--- src/rtl/hbus_pkg.sv ---
package hbus_pkg;

  localparam int unsigned HB_AW = 3;
  localparam int unsigned HB_DW = 8;

  // Select and strobe both active (both pins low)
  function automatic logic f_both_low(input logic sel_n, input logic strobe_n);
    return ~sel_n & ~strobe_n;
  endfunction

  // Falling edge between a previous and current sample
  function automatic logic f_fell(input logic now_v, input logic prev_v);
    return prev_v & ~now_v;
  endfunction

  // Single-strobe mode: write line low at select fall means write
  function automatic logic f_dir_is_write(input logic wr_n_v);
    return ~wr_n_v;
  endfunction

endpackage

--- src/rtl/hbus_sync.sv ---
module hbus_sync #(
  parameter int unsigned W      = 1,
  parameter int unsigned STAGES = 2,
  parameter logic [W-1:0] RST_V = '0
) (
  input  logic         clk,
  input  logic         rst_n,
  input  logic [W-1:0] d_i,
  output logic [W-1:0] q_o
);

  logic [W-1:0] chain_q [STAGES];

  genvar g;
  generate
    for (g = 0; g < STAGES; g++) begin : g_stage
      if (g == 0) begin : g_first
        always_ff @(posedge clk or negedge rst_n) begin
          if (!rst_n) chain_q[g] <= RST_V;
          else        chain_q[g] <= d_i;
        end
      end else begin : g_next
        always_ff @(posedge clk or negedge rst_n) begin
          if (!rst_n) chain_q[g] <= RST_V;
          else        chain_q[g] <= chain_q[g-1];
        end
      end
    end
  endgenerate

  assign q_o = chain_q[STAGES-1];

endmodule

--- src/rtl/hbus_track.sv ---
module hbus_track (
  input  logic clk,
  input  logic rst_n,
  input  logic mode_dual,
  input  logic lvl_dual,
  input  logic cs_fall,
  input  logic cs_n_s,
  input  logic dir_match,
  output logic act_o,
  output logic start_o,
  output logic stop_o
);

  logic act_q;

  always_comb begin
    if (mode_dual) begin
      start_o = lvl_dual & ~act_q;
      stop_o  = act_q & ~lvl_dual;
    end else begin
      start_o = cs_fall & dir_match & ~act_q;
      stop_o  = act_q & cs_n_s;
    end
  end

  always_ff @(posedge clk or negedge rst_n) begin
    if (!rst_n)       act_q <= 1'b0;
    else if (start_o) act_q <= 1'b1;
    else if (stop_o)  act_q <= 1'b0;
  end

  assign act_o = act_q;

endmodule

--- src/rtl/hbus_wr_cap.sv ---
module hbus_wr_cap #(
  parameter int unsigned AW = 3,
  parameter int unsigned DW = 8
) (
  input  logic          clk,
  input  logic          rst_n,
  input  logic          start_i,
  input  logic          stop_i,
  input  logic          act_i,
  input  logic [AW-1:0] addr_i,
  input  logic [DW-1:0] data_i,
  output logic          pulse_o,
  output logic [AW-1:0] addr_o,
  output logic [DW-1:0] data_o
);

  logic          capture;
  logic          pulse_q;
  logic [AW-1:0] addr_q;
  logic [DW-1:0] data_q;

  assign capture = start_i | (act_i & ~stop_i);

  always_ff @(posedge clk or negedge rst_n) begin
    if (!rst_n) begin
      pulse_q <= 1'b0;
      addr_q  <= '0;
      data_q  <= '0;
    end else begin
      pulse_q <= stop_i;
      if (capture) begin
        addr_q <= addr_i;
        data_q <= data_i;
      end
    end
  end

  assign pulse_o = pulse_q;
  assign addr_o  = addr_q;
  assign data_o  = data_q;

  AST_WR_ONE_CYCLE: assert property (@(posedge clk) disable iff (!rst_n)
    pulse_q |=> !pulse_q);

endmodule

--- src/rtl/hbus_rd_hold.sv ---
module hbus_rd_hold #(
  parameter int unsigned AW = 3,
  parameter int unsigned DW = 8
) (
  input  logic          clk,
  input  logic          rst_n,
  input  logic          start_i,
  input  logic          stop_i,
  input  logic [AW-1:0] addr_i,
  input  logic [DW-1:0] rdata_i,
  output logic [AW-1:0] rd_addr_o,
  output logic [DW-1:0] dout_o,
  output logic          oe_o,
  output logic          rd_pulse_o
);

  logic          ld_q;
  logic          oe_q;
  logic          pulse_q;
  logic [AW-1:0] addr_q;
  logic [DW-1:0] dout_q;

  always_ff @(posedge clk or negedge rst_n) begin
    if (!rst_n) begin
      ld_q    <= 1'b0;
      oe_q    <= 1'b0;
      pulse_q <= 1'b0;
      addr_q  <= '0;
      dout_q  <= '0;
    end else begin
      pulse_q <= stop_i;
      if (stop_i) begin
        ld_q <= 1'b0;
        oe_q <= 1'b0;
      end else if (start_i) begin
        addr_q <= addr_i;
        ld_q   <= 1'b1;
      end else if (ld_q) begin
        dout_q <= rdata_i;
        oe_q   <= 1'b1;
        ld_q   <= 1'b0;
      end
    end
  end

  assign rd_addr_o  = addr_q;
  assign dout_o     = dout_q;
  assign oe_o       = oe_q;
  assign rd_pulse_o = pulse_q;

  AST_DOUT_HELD: assert property (@(posedge clk) disable iff (!rst_n)
    (oe_q && $past(oe_q)) |-> $stable(dout_q));

endmodule

--- src/rtl/hbus_host_if.sv ---
module hbus_host_if
  import hbus_pkg::*;
#(
  parameter int unsigned AW          = HB_AW,
  parameter int unsigned DW          = HB_DW,
  parameter int unsigned SYNC_STAGES = 2
) (
  input  logic          clk,
  input  logic          rst_n,
  input  logic          mode_dual,
  input  logic          bus_cs_n,
  input  logic          bus_rd_n,
  input  logic          bus_wr_n,
  input  logic [AW-1:0] bus_addr,
  input  logic [DW-1:0] bus_din,
  output logic [DW-1:0] bus_dout,
  output logic          bus_oe,
  input  logic [DW-1:0] reg_rdata,
  output logic          reg_rd_en,
  output logic [AW-1:0] reg_rd_addr,
  output logic          reg_rd_pulse,
  output logic          reg_wr_pulse,
  output logic [AW-1:0] reg_wr_addr,
  output logic [DW-1:0] reg_wr_data
);

  localparam int unsigned SW = 4 + AW + DW;
  localparam logic [SW-1:0] SYNC_RST = {1'b1, 1'b1, 1'b1, 1'b1, {AW{1'b0}}, {DW{1'b0}}};

  logic [SW-1:0] raw_vec;
  logic [SW-1:0] sync_vec;
  logic          mode_s, cs_n_s, rd_n_s, wr_n_s;
  logic [AW-1:0] addr_s;
  logic [DW-1:0] data_s;
  logic          cs_prev_q;

  // Named internal events for checking
  logic cs_fall;
  logic wr_lvl, rd_lvl;
  logic wr_act, wr_start, wr_stop;
  logic rd_act, rd_start, rd_stop;

  assign raw_vec = {mode_dual, bus_cs_n, bus_rd_n, bus_wr_n, bus_addr, bus_din};

  hbus_sync #(.W(SW), .STAGES(SYNC_STAGES), .RST_V(SYNC_RST)) u_sync (
    .clk   (clk),
    .rst_n (rst_n),
    .d_i   (raw_vec),
    .q_o   (sync_vec)
  );

  assign {mode_s, cs_n_s, rd_n_s, wr_n_s, addr_s, data_s} = sync_vec;

  always_ff @(posedge clk or negedge rst_n) begin
    if (!rst_n) cs_prev_q <= 1'b1;
    else        cs_prev_q <= cs_n_s;
  end

  assign cs_fall = f_fell(cs_n_s, cs_prev_q);
  assign wr_lvl  = f_both_low(cs_n_s, wr_n_s);
  assign rd_lvl  = f_both_low(cs_n_s, rd_n_s);

  hbus_track u_wr_track (
    .clk       (clk),
    .rst_n     (rst_n),
    .mode_dual (mode_s),
    .lvl_dual  (wr_lvl),
    .cs_fall   (cs_fall),
    .cs_n_s    (cs_n_s),
    .dir_match (f_dir_is_write(wr_n_s)),
    .act_o     (wr_act),
    .start_o   (wr_start),
    .stop_o    (wr_stop)
  );

  hbus_track u_rd_track (
    .clk       (clk),
    .rst_n     (rst_n),
    .mode_dual (mode_s),
    .lvl_dual  (rd_lvl),
    .cs_fall   (cs_fall),
    .cs_n_s    (cs_n_s),
    .dir_match (~f_dir_is_write(wr_n_s)),
    .act_o     (rd_act),
    .start_o   (rd_start),
    .stop_o    (rd_stop)
  );

  hbus_wr_cap #(.AW(AW), .DW(DW)) u_wr_cap (
    .clk     (clk),
    .rst_n   (rst_n),
    .start_i (wr_start),
    .stop_i  (wr_stop),
    .act_i   (wr_act),
    .addr_i  (addr_s),
    .data_i  (data_s),
    .pulse_o (reg_wr_pulse),
    .addr_o  (reg_wr_addr),
    .data_o  (reg_wr_data)
  );

  hbus_rd_hold #(.AW(AW), .DW(DW)) u_rd_hold (
    .clk        (clk),
    .rst_n      (rst_n),
    .start_i    (rd_start),
    .stop_i     (rd_stop),
    .addr_i     (addr_s),
    .rdata_i    (reg_rdata),
    .rd_addr_o  (reg_rd_addr),
    .dout_o     (bus_dout),
    .oe_o       (bus_oe),
    .rd_pulse_o (reg_rd_pulse)
  );

  assign reg_rd_en = rd_act;

  AST_OE_IN_READ: assert property (@(posedge clk) disable iff (!rst_n)
    bus_oe |-> reg_rd_en);

  AST_NO_DRIVE_DESELECTED: assert property (@(posedge clk) disable iff (!rst_n)
    (cs_n_s && $past(cs_n_s)) |-> (!bus_oe && !reg_rd_en));

  AST_RD_PULSE_AT_END: assert property (@(posedge clk) disable iff (!rst_n)
    reg_rd_pulse |-> (!reg_rd_en && $past(reg_rd_en)));

  AST_SINGLE_NO_MIXED: assert property (@(posedge clk) disable iff (!rst_n)
    (!mode_s && $past(!mode_s)) |-> !(wr_act && rd_act));

endmodule

--- config.mk ---
export PLATFORM = sky130hd
export DESIGN_NAME = hbus_host_if
export DESIGN_NICKNAME = d
export VERILOG_FILES = /design/src/rtl/hbus_pkg.sv /design/src/rtl/hbus_sync.sv /design/src/rtl/hbus_track.sv /design/src/rtl/hbus_wr_cap.sv /design/src/rtl/hbus_rd_hold.sv /design/src/rtl/hbus_host_if.sv
export SDC_FILE = /design/constraint.sdc
export NUM_CORES = 1
export LEC_CHECK = 0
export ABC_AREA = 0
export BUFFER_PORTS_ARGS = -buffer_cell sky130_fd_sc_hd__buf_2
export CAP_MARGIN = 25
export CORE_MARGIN = 2
export CORE_UTILIZATION = 48
export CTS_BUF_LIST = sky130_fd_sc_hd__clkbuf_4
export DETAILED_ROUTE_END_ITERATION = 7
export PLACE_DENSITY_LB_ADDON = 0.25
export SETUP_SLACK_MARGIN = 0.2
export SYNTH_ARGS = -nofsm -noshare
export SYNTH_HDL_FRONTEND = slang
export SYNTH_SLANG_ARGS = --single-unit
--- constraint.sdc ---
create_clock -name clk -period 1.6 [get_ports clk]
set_clock_uncertainty 0.05 [all_clocks]
set_input_delay 0.16 -clock clk [delete_from_list [all_inputs] [get_ports clk]]
set_output_delay 0.16 -clock clk [all_outputs]
set_load 0.005 [all_outputs]
After elaboration in Yosys (flattened, before gate mapping)
Index checks and enable logic that the tools add are counted.
- register bits: 59
- bits of input ports: 25
- word-level logic and storage cells: 58
- equal/unequal tests: 1
- multiplexer cells: 13
- bitwise operators: 25
- reduce and logical (&&, ||, !) cells: 6
- operator list (operator ; count):
    1-bit AND ; 14
    1-bit 2-to-1 mux ; 13
    1-bit NOT ; 10
    2-bit nonzero test ; 3
    2-bit AND reduction ; 2
    3-bit AND reduction ; 1
    2-bit by 1-bit != test with 1-bit output, second input constant ; 1
    1-bit bitwise OR ; 1

Longest topological paths before layout
- depth after elaboration: 8
- mapped depth: 4
- depth with buffers taken out: 4

Cells and area by module
A second synthesis with hierarchy kept.
- cell total of the unflattened synthesis: 126
- area total of the unflattened synthesis: 2062.0 um2
- modules (own cells, without submodules) (module ; instances ; cells each ; area each (um2) ; sequential area each (um2)):
    hbus_sync ; 1 ; 45 ; 873.3 ; 760.7
    hbus_rd_hold ; 1 ; 30 ; 514.2 ; 350.3
    hbus_wr_cap ; 1 ; 26 ; 447.9 ; 300.3
    hbus_track ; 2 ; 10 ; 91.3 ; 25.0
    hbus_host_if ; 1 ; 5 ; 43.8 ; 26.3

Least setup slack after synthesis
No wires, ideal clock.
- path type: reg2reg
- start point: register u_sync.chain_q (netlist bit u_sync.q_o[14])
- end point: register u_rd_hold.dout_q[0], in the netlist u_rd_hold.dout_o[0]
- setup time: 125 ps
- arrival time: 1480 ps
- path slack: -55 ps
- cell stages (with the launch flop): 5
- clock period less this slack: 1655 ps
- cells stage by stage: dfstp_2 -> nand3b_4 -> a211oi_4 -> nor3b_4 -> mux2_2
- word-level cells in the longest chain between the ends: 3
- ends and longest elaborated chain (item ; RTL line ; RTL):
    from (decl) ; hbus_sync.sv:12 ; logic [W-1:0] chain_q [STAGES];
    from (signal, indexed assignment) ; hbus_sync.sv:25 ; else chain_q[g] <= chain_q[g-1];
    1-bit 2-to-1 mux ; hbus_track.sv:17 ; if (mode_dual) begin
    1-bit NOT (no source line) ; -- ;
    3-bit AND reduction (no source line) * ; -- ;
    to (signal assigned) ; hbus_rd_hold.sv:39 ; dout_q <= rdata_i;
    to (decl) ; hbus_rd_hold.sv:21 ; logic [DW-1:0] dout_q;
Every way passes the cells marked *; elsewhere a longest branch is shown, timed or not.
A chain may end at the register's enable or synchronous reset.

Final worst setup path
- start point: register u_sync.chain_q (netlist bit u_sync.q_o[14])
- end point: register u_rd_hold.addr_q[2], in the netlist u_rd_hold.rd_addr_o[2]
- word-level cells in the longest chain between the ends: 3
- ends and longest elaborated chain (item ; RTL line ; RTL):
    1-bit 2-to-1 mux ; hbus_track.sv:17 ;
    1-bit NOT (no source line) ; -- ;
    2-bit AND reduction (no source line) * ; -- ;
    to (signal assigned) ; hbus_rd_hold.sv:36 ; addr_q <= addr_i;
    to (decl) ; hbus_rd_hold.sv:20 ; logic [AW-1:0] addr_q;
Marked as above.

==> reports/metrics.yaml <==
syn_to_final_growth_pct: 47.9
end_kind: "flop"
seq_area_mm2: 0.00149
finalSetupViolCount: 22
grt_pass1_vias: 1134
clk_latency_ns: 0.37
initial_core_util_pct: 50.6
multi_input_comb_area_um2: 407
nFillCells: 232
max_slew.worst_pin.slew_ns: 0.294
layout_common_cells: "buf_2, dfrtp_1, dlygate4sd3_1"
die_w_um: 66.3
violations: "negative setup slack"
ir_worst_vdd_mv: 0.838
syn_nets: 121
vias_per_cell: 4.55
hold_violations: 0
dr.pass1.iters: 2
rrSetupSlack_ns: -0.09
rows: 22
synthesis.area_mm2: 0.00187
ys_seq_area_share_pct: 79.7
cap_violations: 0
critPathLaunchType: "flop"
drive_above_1_share_pct: 56.9
vias: 1114
dieArea_mm2: 0.00440
hold_class: "primary input to asynchronous set/reset pin"
globalplace.congestion: 0.669
total_power_mw: 3.49
worst-r2r-cell-count: 4
io_buffers: 50
post_drt_wl_per_cell_um: 13.1
required_ns: 1.81
die_height_um: 66.3
cts_root_buf: "clkbuf_4"
fp.coreArea_mm2: 0.00369
cts_max_level: 3
wl_um: 3220
drt-initial-drc-count: 44
synth_seq_cells: 59
grt_max_degree: 60
ys_types: 13
nets: 217
clk_pin_slew_ns: 0.09
clkSinkCount: 59
period_needed_ns: 1.69
grt_pass1_wl_um: 5000
clockBufferDepth: 2
timing.final.ws_setup_ns: -0.0891
final_cell_area_mm2: 0.00276
ant_nets: 0
placed_area_mm2: 0.00229
rsz0062_at_grt: "yes"
pin_count: 51
track_usage_pct: 16.7
critPathKind: "flop to flop"
yosysWarnings: 0
power_density_mw_per_mm2: 1270
arrival_ns: 1.90
cts_tree: "yes"
synth.avg_cell_area_um2: 19.4
antenna_found_initial: 0
diodes: 0
fmax_mhz: 592
cts_buffers: 9
crit_path_max_fanout: 4
finalCritPeriodShare_pct: 106
syn_inst: 96
status: "finished with violations"
max-slew-margin-rel_pct: 80.3
hpwl_um: 2020
grt-ovfl-total: 0
drc_errors: 0
utilization_pct: 74.8
drv_slew: 0
p_leak_nw: 1.33
[synth_stat cells]
cell       n  area (µm²)
a211oi_4   1        20.0
a21o_1     1        7.51
a21oi_1    3        15.0
buf_2      1        5.00
dfrtp_1   50        1250
dfstp_2    9         236
inv_1      1        3.75
mux2_2    22         248
nand2b_1   2        12.5
nand3b_4   1        20.0
nor2b_1    2        12.5
nor3b_4    1        18.8
o21bai_1   2        15.0
[worst max-delay path, cell delays in order, from the launching register on]
cell      delay [ns]
dfstp_2         0.56
nand2b_1        0.09
a211oi_4        0.35
buf_4           0.20
mux2_2          0.33
[kinds of logic (layout without fill, tap and decap cells)]
logic type | after synthesis | count (layout) | share of synthesized area (%)
compound gates | 7 | 7 | 3.08
buf+inv | 2 | 103 | 0.469
flops | 59 | 59 | 79.7
mux | 22 | 22 | 13.3
simple gates | 6 | 6 | 3.42
[cell type report]
cell class	instances	area share [%]
flip-flops and latches	59	53.9
repair buffers	86	23.2
multi-input cells	35	14.7
clock buffers	13	3.54
clock inverters	3	2.31
well taps	48	2.18
inverters	1	0.136
[worst paths after layout]
check	end	from
min	u_wr_cap.data_o[5]	rst_n
max in group asynchronous	u_sync.chain_q[27]	rst_n
min in group clk	u_sync.q_o[8]	u_sync.chain_q[23]
max reg2reg	u_rd_hold.rd_addr_o[2]	u_sync.q_o[14]
min reg2reg	u_sync.q_o[8]	u_sync.chain_q[23]
max	u_rd_hold.rd_addr_o[2]	u_sync.q_o[14]
[stage by stage]
step                      hold slack [ns]  std cells  TNS, ns  setup slack (ns)
after floorplan                    -0.186         96   -0.435           -0.0544
after global placement              0.127        200   -0.739           -0.0783
after detailed placement            0.135        200    -1.35            -0.154
after CTS                           0.253        242   -0.761           -0.0692
after global routing                0.265        245    -2.56            -0.164
final                               0.259        245    -1.20           -0.0891
[routing by layer]
metal	vias up	wire, µm	share of wire, %	GRT usage [%]
met4	0	142	4.4	14.0
met1	549	1370	43	18.9
met5	-	0	0	0
met3	13	96	3.0	5.28
li1	519	-	-	-
met2	33	1610	50	25.5
[what timing repair did]
item | 4_1_cts | 5_1_grt
pin swaps | 3 | 0
hold buffers | 24 | 0
endpoints found under the setup margin | 23 | 24
resized for setup | 0 | 1
cloned | 0 | 1
buffers inserted | 2 | 2
endpoints found under the hold margin | 82 | 0
[flip-flops by register name, indices dropped and copies added (netlist names)]
| signal | cells |
|---|---|
| cs_prev_q | 1 |
| u_rd_hold.oe_o | 1 |
| u_rd_hold.rd_pulse_o | 1 |
| u_rd_hold.ld_q | 1 |
| u_rd_hold.rd_addr_o | 3 |
| u_rd_track.act_o | 1 |
| u_rd_hold.dout_o | 8 |
| u_wr_cap.pulse_o | 1 |
| u_sync.chain_q | 15 |
| u_wr_track.act_o | 1 |
| u_sync.q_o | 15 |
| u_wr_cap.data_o | 8 |
| u_wr_cap.addr_o | 3 |
[power breakdown]
group | leakage [nW] | internal, mW | total (mW) | switching, mW
combinational | 0.554 | 0.343 | 0.531 | 0.188
sequential | 0.689 | 1.69 | 1.78 | 0.0943
clock | 0.0896 | 0.702 | 1.18 | 0.474
total | 1.33 | 2.73 | 3.49 | 0.756
No activity file was read; power rests on OpenSTA's default activity.
